$ cat config.mk
export PLATFORM = sky130hd
export DESIGN_NAME = smbus_target_resp
export DESIGN_NICKNAME = d
export VERILOG_FILES = /design/src/rtl/smbus_resp_pkg.sv /design/src/rtl/smbus_pec_acc.sv /design/src/rtl/smbus_wbuf.sv /design/src/rtl/smbus_target_resp.sv
export SDC_FILE = /design/constraint.sdc
export NUM_CORES = 1
export LEC_CHECK = 0
export BUFFER_PORTS_ARGS = -buffer_cell sky130_fd_sc_hd__buf_2
export CORE_UTILIZATION = 42
export DETAILED_ROUTE_END_ITERATION = 6
export PLACE_DENSITY_LB_ADDON = 0.25
export SETUP_SLACK_MARGIN = 0.05
export SYNTH_ARGS = -nofsm -noshare
export SYNTH_HDL_FRONTEND = slang
export SYNTH_SLANG_ARGS = --single-unit
$ cat constraint.sdc
create_clock -name clk -period 4.43 [get_ports clk]
set_input_delay 0.6645 -clock clk [delete_from_list [all_inputs] [get_ports clk]]
set_output_delay 0.6645 -clock clk [all_outputs]
set_load 0.02 [all_outputs]
$ cat src/rtl/smbus_resp_pkg.sv
package smbus_resp_pkg;

  typedef enum logic [1:0] {
    K_BYTE  = 2'b00,
    K_BLOCK = 2'b01,
    K_WORD  = 2'b10,
    K_BAD   = 2'b11
  } cmd_kind_e;

  typedef enum logic [2:0] {
    PH_IGNORE,
    PH_ADDR,
    PH_CMD,
    PH_WDATA,
    PH_READ,
    PH_DONE
  } phase_e;

  // One byte through a CRC-8 with polynomial x^8+x^2+x+1, MSB first.
  function automatic logic [7:0] crc8_step(input logic [7:0] c, input logic [7:0] d);
    logic [7:0] r;
    r = c;
    for (int i = 7; i >= 0; i--) begin
      if (r[7] ^ d[i]) r = {r[6:0], 1'b0} ^ 8'h07;
      else             r = {r[6:0], 1'b0};
    end
    return r;
  endfunction

endpackage

$ cat src/rtl/smbus_pec_acc.sv
module smbus_pec_acc
  import smbus_resp_pkg::*;
(
  input  logic       clk,
  input  logic       rst_n,
  input  logic       clear,
  input  logic       upd,
  input  logic [7:0] din,
  output logic [7:0] crc
);

  logic [7:0] crc_q;

  always_ff @(posedge clk or negedge rst_n) begin
    if (!rst_n)     crc_q <= 8'h00;
    else if (clear) crc_q <= 8'h00;
    else if (upd)   crc_q <= crc8_step(crc_q, din);
  end

  assign crc = crc_q;

endmodule

$ cat src/rtl/smbus_wbuf.sv
module smbus_wbuf #(
  parameter int DEPTH = 34,
  parameter int RAW   = 6,
  localparam int CW   = $clog2(DEPTH + 1),
  localparam int IW   = $clog2(DEPTH)
) (
  input  logic           clk,
  input  logic           rst_n,
  input  logic           clr,
  input  logic           push,
  input  logic [7:0]     din,
  output logic [CW-1:0]  cnt,
  output logic [7:0]     head,
  input  logic           go,
  input  logic [RAW-1:0] base,
  input  logic [CW-1:0]  len,
  output logic           busy,
  output logic           wr_en,
  output logic [RAW-1:0] wr_addr,
  output logic [7:0]     wr_data
);

  logic [7:0]     mem_q [DEPTH];
  logic [CW-1:0]  cnt_q;
  logic           busy_q;
  logic [CW-1:0]  ci_q;
  logic [CW-1:0]  clen_q;
  logic [RAW-1:0] cbase_q;

  // Fill side: bytes land in arrival order.
  always_ff @(posedge clk or negedge rst_n) begin
    if (!rst_n)    cnt_q <= '0;
    else if (clr)  cnt_q <= '0;
    else if (push) cnt_q <= cnt_q + 1'b1;
  end

  always_ff @(posedge clk) begin
    if (push && !clr) mem_q[cnt_q[IW-1:0]] <= din;
  end

  // Drain side: one register per cycle, ascending.
  always_ff @(posedge clk or negedge rst_n) begin
    if (!rst_n) begin
      busy_q  <= 1'b0;
      ci_q    <= '0;
      clen_q  <= '0;
      cbase_q <= '0;
    end else if (go && len != '0) begin
      busy_q  <= 1'b1;
      ci_q    <= '0;
      clen_q  <= len;
      cbase_q <= base;
    end else if (busy_q) begin
      ci_q <= ci_q + 1'b1;
      if (ci_q == clen_q - 1'b1) busy_q <= 1'b0;
    end
  end

  assign cnt     = cnt_q;
  assign head    = mem_q[0];
  assign busy    = busy_q;
  assign wr_en   = busy_q;
  assign wr_addr = cbase_q + RAW'(ci_q);
  assign wr_data = mem_q[ci_q[IW-1:0]];

  AST_NO_OVERFLOW: assert property (@(posedge clk) disable iff (!rst_n)
    (push && !clr) |-> (cnt_q < CW'(DEPTH)));
  AST_GO_WHEN_IDLE: assert property (@(posedge clk) disable iff (!rst_n)
    (go && len != '0) |-> !busy_q);

endmodule

$ cat src/rtl/smbus_target_resp.sv
module smbus_target_resp
  import smbus_resp_pkg::*;
#(
  parameter logic [6:0] OWN_ADDR  = 7'h3A,
  parameter int         RAW       = 6,
  parameter int         MAX_BLOCK = 32
) (
  input  logic           clk,
  input  logic           rst_n,
  input  logic           pec_en,
  input  logic           bus_start,
  input  logic           bus_stop,
  input  logic           in_valid,
  output logic           in_ready,
  input  logic [7:0]     in_data,
  output logic           in_ack,
  output logic           out_valid,
  input  logic           out_ready,
  output logic [7:0]     out_data,
  input  logic           tx_nack,
  output logic [RAW-1:0] rd_addr,
  input  logic [7:0]     rd_data,
  output logic           wr_en,
  output logic [RAW-1:0] wr_addr,
  output logic [7:0]     wr_data,
  output logic           pec_err
);

  localparam int BUF_DEPTH = MAX_BLOCK + 2;
  localparam int CW        = $clog2(BUF_DEPTH + 1);
  localparam logic [7:0] MAXB8 = 8'(MAX_BLOCK);

  phase_e     phase_q;
  logic       active_q;
  logic [7:0] cmd_q;
  logic       cmd_seen_q;
  logic       rd_seen_q;
  logic       wbad_q;
  logic [7:0] k_q;
  logic [7:0] rlen_q;
  logic       pec_err_q;

  cmd_kind_e      kind;
  logic [RAW-1:0] base;
  logic [CW-1:0]  wcnt;
  logic [7:0]     whead;
  logic [7:0]     crc;
  logic           wbusy;
  logic           hs_in, hs_out, addr_hit;
  logic           accept_w;
  logic [7:0]     dlen8, wcnt8, pec8, need8;
  logic [7:0]     cnt_clamp;
  logic           need_chk, len_ok, pec_ok, commit_go;
  logic           buf_clr, buf_push, crc_clr, crc_upd;
  logic [7:0]     crc_din;

  assign kind     = cmd_kind_e'(cmd_q[7:6]);
  assign base     = cmd_q[RAW-1:0];
  assign in_ready = !wbusy;
  assign hs_in    = in_valid && in_ready && !bus_start && !bus_stop;
  assign addr_hit = (in_data[7:1] == OWN_ADDR);
  assign wcnt8    = 8'(wcnt);
  assign pec8     = {7'd0, pec_en};

  // Data length of the selected access kind (block: count plus data).
  always_comb begin
    case (kind)
      K_WORD:  dlen8 = 8'd2;
      K_BLOCK: dlen8 = 8'd1 + whead;
      default: dlen8 = 8'd1;
    endcase
  end

  // Acceptance of one more write byte at buffer index wcnt.
  always_comb begin
    if (wbad_q)                               accept_w = 1'b0;
    else if (kind == K_BLOCK && wcnt == '0)   accept_w = (in_data <= MAXB8);
    else                                      accept_w = (wcnt8 < dlen8 + pec8);
  end

  always_comb begin
    case (phase_q)
      PH_ADDR:  in_ack = addr_hit;
      PH_CMD:   in_ack = (in_data[7:6] != 2'b11);
      PH_WDATA: in_ack = accept_w;
      default:  in_ack = 1'b0;
    endcase
  end

  // Transmit path.
  assign cnt_clamp = (rd_data > MAXB8) ? MAXB8 : rd_data;
  assign rd_addr   = base + k_q[RAW-1:0];
  assign out_valid = (phase_q == PH_READ);
  assign hs_out    = out_valid && out_ready && !bus_start && !bus_stop;

  always_comb begin
    if (k_q < rlen_q)                  out_data = (kind == K_BLOCK && k_q == 8'd0) ? cnt_clamp : rd_data;
    else if (k_q == rlen_q && pec_en)  out_data = crc;
    else                               out_data = 8'hFF;
  end

  // Commit decision at STOP.
  assign need_chk  = pec_en && !rd_seen_q;
  assign need8     = {7'd0, need_chk};
  assign len_ok    = cmd_seen_q && !wbad_q && (wcnt != '0) && (wcnt8 == dlen8 + need8);
  assign pec_ok    = !need_chk || (crc == 8'h00);
  assign commit_go = bus_stop && len_ok && pec_ok;

  assign buf_clr  = hs_in && phase_q == PH_ADDR && addr_hit && !in_data[0];
  assign buf_push = hs_in && phase_q == PH_WDATA && accept_w;
  assign crc_clr  = bus_start && !active_q;
  assign crc_upd  = (hs_in && in_ack) || hs_out;
  assign crc_din  = hs_out ? out_data : in_data;

  always_ff @(posedge clk or negedge rst_n) begin
    if (!rst_n) begin
      phase_q    <= PH_IGNORE;
      active_q   <= 1'b0;
      cmd_q      <= 8'h00;
      cmd_seen_q <= 1'b0;
      rd_seen_q  <= 1'b0;
      wbad_q     <= 1'b0;
      k_q        <= 8'd0;
      rlen_q     <= 8'd1;
      pec_err_q  <= 1'b0;
    end else if (bus_stop) begin
      active_q <= 1'b0;
      phase_q  <= PH_IGNORE;
      if (need_chk && cmd_seen_q && wcnt != '0 && crc != 8'h00) pec_err_q <= 1'b1;
    end else if (bus_start) begin
      active_q <= 1'b1;
      phase_q  <= PH_ADDR;
      if (!active_q) begin
        cmd_seen_q <= 1'b0;
        rd_seen_q  <= 1'b0;
        wbad_q     <= 1'b0;
      end
    end else begin
      if (hs_in) begin
        case (phase_q)
          PH_ADDR: begin
            if (!addr_hit) phase_q <= PH_IGNORE;
            else if (in_data[0]) begin
              phase_q   <= PH_READ;
              rd_seen_q <= 1'b1;
              k_q       <= 8'd0;
              rlen_q    <= (kind == K_WORD) ? 8'd2 : 8'd1;
            end else begin
              phase_q    <= PH_CMD;
              cmd_seen_q <= 1'b0;
              wbad_q     <= 1'b0;
            end
          end
          PH_CMD: begin
            if (in_data[7:6] == 2'b11) phase_q <= PH_IGNORE;
            else begin
              cmd_q      <= in_data;
              cmd_seen_q <= 1'b1;
              phase_q    <= PH_WDATA;
            end
          end
          PH_WDATA: if (!accept_w) wbad_q <= 1'b1;
          default: ;
        endcase
      end
      if (hs_out) begin
        if (k_q != 8'hFF) k_q <= k_q + 8'd1;
        if (kind == K_BLOCK && k_q == 8'd0) rlen_q <= 8'd1 + cnt_clamp;
      end
      if (tx_nack && phase_q == PH_READ) phase_q <= PH_DONE;
    end
  end

  assign pec_err = pec_err_q;

  smbus_pec_acc u_pec (
    .clk   (clk),
    .rst_n (rst_n),
    .clear (crc_clr),
    .upd   (crc_upd),
    .din   (crc_din),
    .crc   (crc)
  );

  smbus_wbuf #(.DEPTH(BUF_DEPTH), .RAW(RAW)) u_wbuf (
    .clk     (clk),
    .rst_n   (rst_n),
    .clr     (buf_clr),
    .push    (buf_push),
    .din     (in_data),
    .cnt     (wcnt),
    .head    (whead),
    .go      (commit_go),
    .base    (base),
    .len     (CW'(dlen8)),
    .busy    (wbusy),
    .wr_en   (wr_en),
    .wr_addr (wr_addr),
    .wr_data (wr_data)
  );

  AST_COMMIT_AFTER_STOP: assert property (@(posedge clk) disable iff (!rst_n)
    $rose(wr_en) |-> $past(bus_stop));
  AST_NACK_QUIET: assert property (@(posedge clk) disable iff (!rst_n)
    (tx_nack && out_valid && !bus_start && !bus_stop) |=> !out_valid);
  AST_PEC_ERR_STICKY: assert property (@(posedge clk) disable iff (!rst_n)
    pec_err |=> pec_err);
  AST_COUNT_CAP: assert property (@(posedge clk) disable iff (!rst_n)
    (hs_out && kind == K_BLOCK && k_q == 8'd0) |-> (out_data <= MAXB8));

endmodule

==> metrics.md <==
| Metric | Value |
|---|---|
| Status | finished, final reports clean |
| Multi-input gate area | 0.00563 mm² |
| Rel. slew slack | 37.4% |
| Clock Sinks | 337 |
| Peak supply drop | 384 µV |
| Die area | 0.0382 mm² |
| Max-cap violation count | 0 |
| Top-count cell post-synth | edfxtp_1 |
| Row Count | 70 |
| Post-synthesis compound-gate area fraction | 7.15% |
| Worst setup EP type | output port |
| RD Place Congestion | 0.887 |
| Vias post-DR | 9356 |
| Ys Warns | 0 |
| CTS clock-pin slew for the worst setup and hold paths | 60 ps |
| Final setup vio count | 0 |
| Leak | 6.56 nW |
| Synth Area in XOR/XNOR | 3.46% |
| Post-Syn Instances | 1034 |
| Post-synthesis adder-cell area fraction | 3.20% |
| Nets | 1224 |
| Register bit total from synthesis | 337 |
| DRT iter0 DRCs | 769 |
| Number of global-route vias before repair | 9400 |
| Synth Area in Simple Gates | 7.97% |
| WP data required | 3770 ps |
| Largest net degree at the start of global routing | 41 |
| Fillers | 3052 |
| DRT Pass-1 Iters | 5 |
| Synth top area cells | edfxtp_1 (52%), mux4_2 (11%), dfrtp_1 (10%), ha_1 (2.9%), xnor2_1 (1.8%) |
| RSZ-0062 raised after global routing | false |
| Post-synth EDFFs | 272 |
| CTS tree | built |
| Ant diodes | 0 |
| CTS Hold Buffers Added | 0 |
| Syn nets | 1097 |
| Final wirelength | 39000 µm |
| H-tree depth | 2 |
| Core Box Area | 0.0367 mm² |
| Final ANT Viol Nets | 0 |
| CTS max path bufs | 3 |
| Routed wire per std cell | 23.6 µm |
| Initial Utilization | 42.8% |
| Post-synth cell types | 72 |
| Total GRT Usage | 21.0% |
| Clock Latency Late Sink | 530 ps |
| Vias per cell | 5.65 |
| Period utilization | 93.4% |
| FF/Latch Area | 0.00980 mm² |
| Initial antenna violation count | 0 |
| TritonCTS buffer count | 36 |
| Post-DP HPWL | 26400 µm |
| Main combinational cell family by area after synthesis | multiplexers |
| Die height | 195 µm |
| IO Count | 57 |
| Drc violations | 0 |
| Cell taking the most area after synthesis | edfxtp_1 |
| Proportion of synthesized area in mux cells | 13.8% |
| Critical Path AT | 3470 ps |
| Layout cells sized above 1 | 27.0% |
| Syn Std Cell Area | 0.0157 mm² |
| CTS Root Cell | clkbuf_16 |
| Avg Cell Area, Syn | 15.2 µm² |
| Post-synth top flop | edfxtp_1 |
| Top-area cell type share of the netlist area | 52.0% |
| Die Span X | 195 µm |
| Final min period | 4140 ps |
| GR Overflow Total | 0 |
| TNS Setup | 0 ps |
| Highest clock rate | 242 MHz |
| Final Hold Vio Count | 0 |
| Worst slew pin tran | 939 ps |
| P&R area growth vs syn | 15.9% |
| Final Skew | 16.6 ps |
| Hold/Removal Path Class | input port to async pin |
| Total Power | 9.14 mW |
| Crit start category | flip-flop |
| Slew Viols, Final | 0 |
| Top cells by count, synth | edfxtp_1 (272), mux4_2 (80), nor2_1 (71) |
| CP Class | flip-flop to output port |
| Crit Path Max Fanout | 6 |
| First-pass GRT wire length | 59300 µm |
| Count of buffers from port buffering | 56 |
| Cell area power density | 502 mW/mm² |
| Asr flop ratio synth | 19.3% |
| Reg2Reg Depth | 14 |
| Post-synthesis sequential area ratio | 62.4% |
==> report_power, final <==
part / switching [mW] / internal (mW) / leakage [nW]
clock network: 1.24 / 1.76 / 0.577
registers: 0.293 / 3.49 / 3.28
logic: 1.13 / 1.23 / 2.71
total: 2.66 / 6.48 / 6.56
==> logic make-up after synthesis <==
group           after synthesis
mux                         113
simple gates                239
compound gates              166
buf+inv                      82
flops                       337
fa+ha+maj                    39
xor+xnor                     58
==> repair_timing <==
item / 4_1_cts / 5_1_grt
setup endpoints to repair: 0 / 155
buffers inserted: 0 / 3
gates resized for setup: 0 / 13
hold endpoints to repair: 0 / 0
==> final cells by class <==
class	count	area share, %
clock inverters	23	1.34
inverters	38	0.784
well taps	468	3.22
multi-input cells	615	30.9
repair buffers	133	4.80
flip-flops and latches	337	53.8
clock buffers	41	5.11
==> per-stage QoR <==
| step | hold slack, ps | setup slack [ps] | cell area, µm² | std cells | utilization, % |
|---|---|---|---|---|---|
| finish | 282 | 293 | 18200 | 1655 | 49.6 |
| global route | 353 | 52.2 | 18200 | 1655 | 49.6 |
| CTS | 305 | 80.3 | 18100 | 1652 | 49.4 |
| detailed placement | 447 | 325 | 17000 | 1588 | 46.2 |
| global placement | 440 | 413 | 17000 | 1588 | 46.2 |
| floorplan | 369 | 623 | 15700 | 1034 | - |
==> placed cells by master (no fill, tap or decap), types with 10 or more instances in the layout <==
cell type  Yosys  layout
inv_1         38      37
a21oi_1       44      43
dfrtp_1       64      62
nor2_1        71      70
or3_1         11      11
nor2b_1       15      15
edfxtp_1     272     272
o21ai_0       35      34
buf_2          8      55
buf_4          1      77
a211oi_1      12      12
nand2_1       38      38
nand3_1       26      26
nor3_1        17      17
clkbuf_16      0      36
xor2_1        23      23
ha_1          37      34
mux2_2        18      18
mux2i_1       13      12
nand4_1       10      10
and2_1        10      10
xnor2_1       32      32
mux4_2        80      80
==> path summary, 6_finish.rpt <==
check | startpoint | endpoint | slack (ps)
setup / recovery | cmd_q[7]$_DFFE_PN0P_ | in_ack | 290
hold / removal | rst_n | cmd_q[5]$_DFFE_PN0P_ | 280
setup reg to reg | u_wbuf.mem_q[0][0]$_DFFE_PP_ | u_wbuf.mem_q[5][4]$_DFFE_PP_ | 420
hold reg to reg | pec_err$_DFFE_PN0P_ | pec_err$_DFFE_PN0P_ | 460
max in group asynchronous | rst_n | rlen_q[0]$_DFFE_PN1P_ | 3160
min in group clk | bus_stop | phase_q[0]$_DFFE_PN0P_ | 400
==> per-layer routing <==
| metal | routed length, µm | track usage, % |
|---|---|---|
| met1 | 17700 | 29.9 |
| met2 | 18300 | 33.3 |
| met3 | 1920 | 3.04 |
| met4 | 1160 | 6.94 |
| met5 | 0 | 0 |
==> flip-flops by register name, indices dropped and copies added, names as in the netlist <==
name            count
u_wbuf.mem_q      272
cmd_q               8
k_q                 8
rlen_q              8
u_pec.crc           8
u_wbuf.cbase_q      6
u_wbuf.ci_q         6
u_wbuf.clen_q       6
u_wbuf.cnt          6
phase_q             3
active_q            1
cmd_seen_q          1
pec_err             1
rd_seen_q           1
u_wbuf.busy         1
wbad_q              1
==> critical path, cell delays in order, from the launching register on <==
cell       delay (ps)
dfrtp_1           390
inv_2              80
ha_4              170
mux2i_4           240
ha_2              210
o21ai_0           110
nor3_2            270
and3_1            220
xnor2_1            70
ha_1              340
o2111ai_1         140
a221oi_2          310
nor2b_1           100
inv_1              60
o21ai_1            70
buf_4             170
Power figures use the tool's default switching activity.
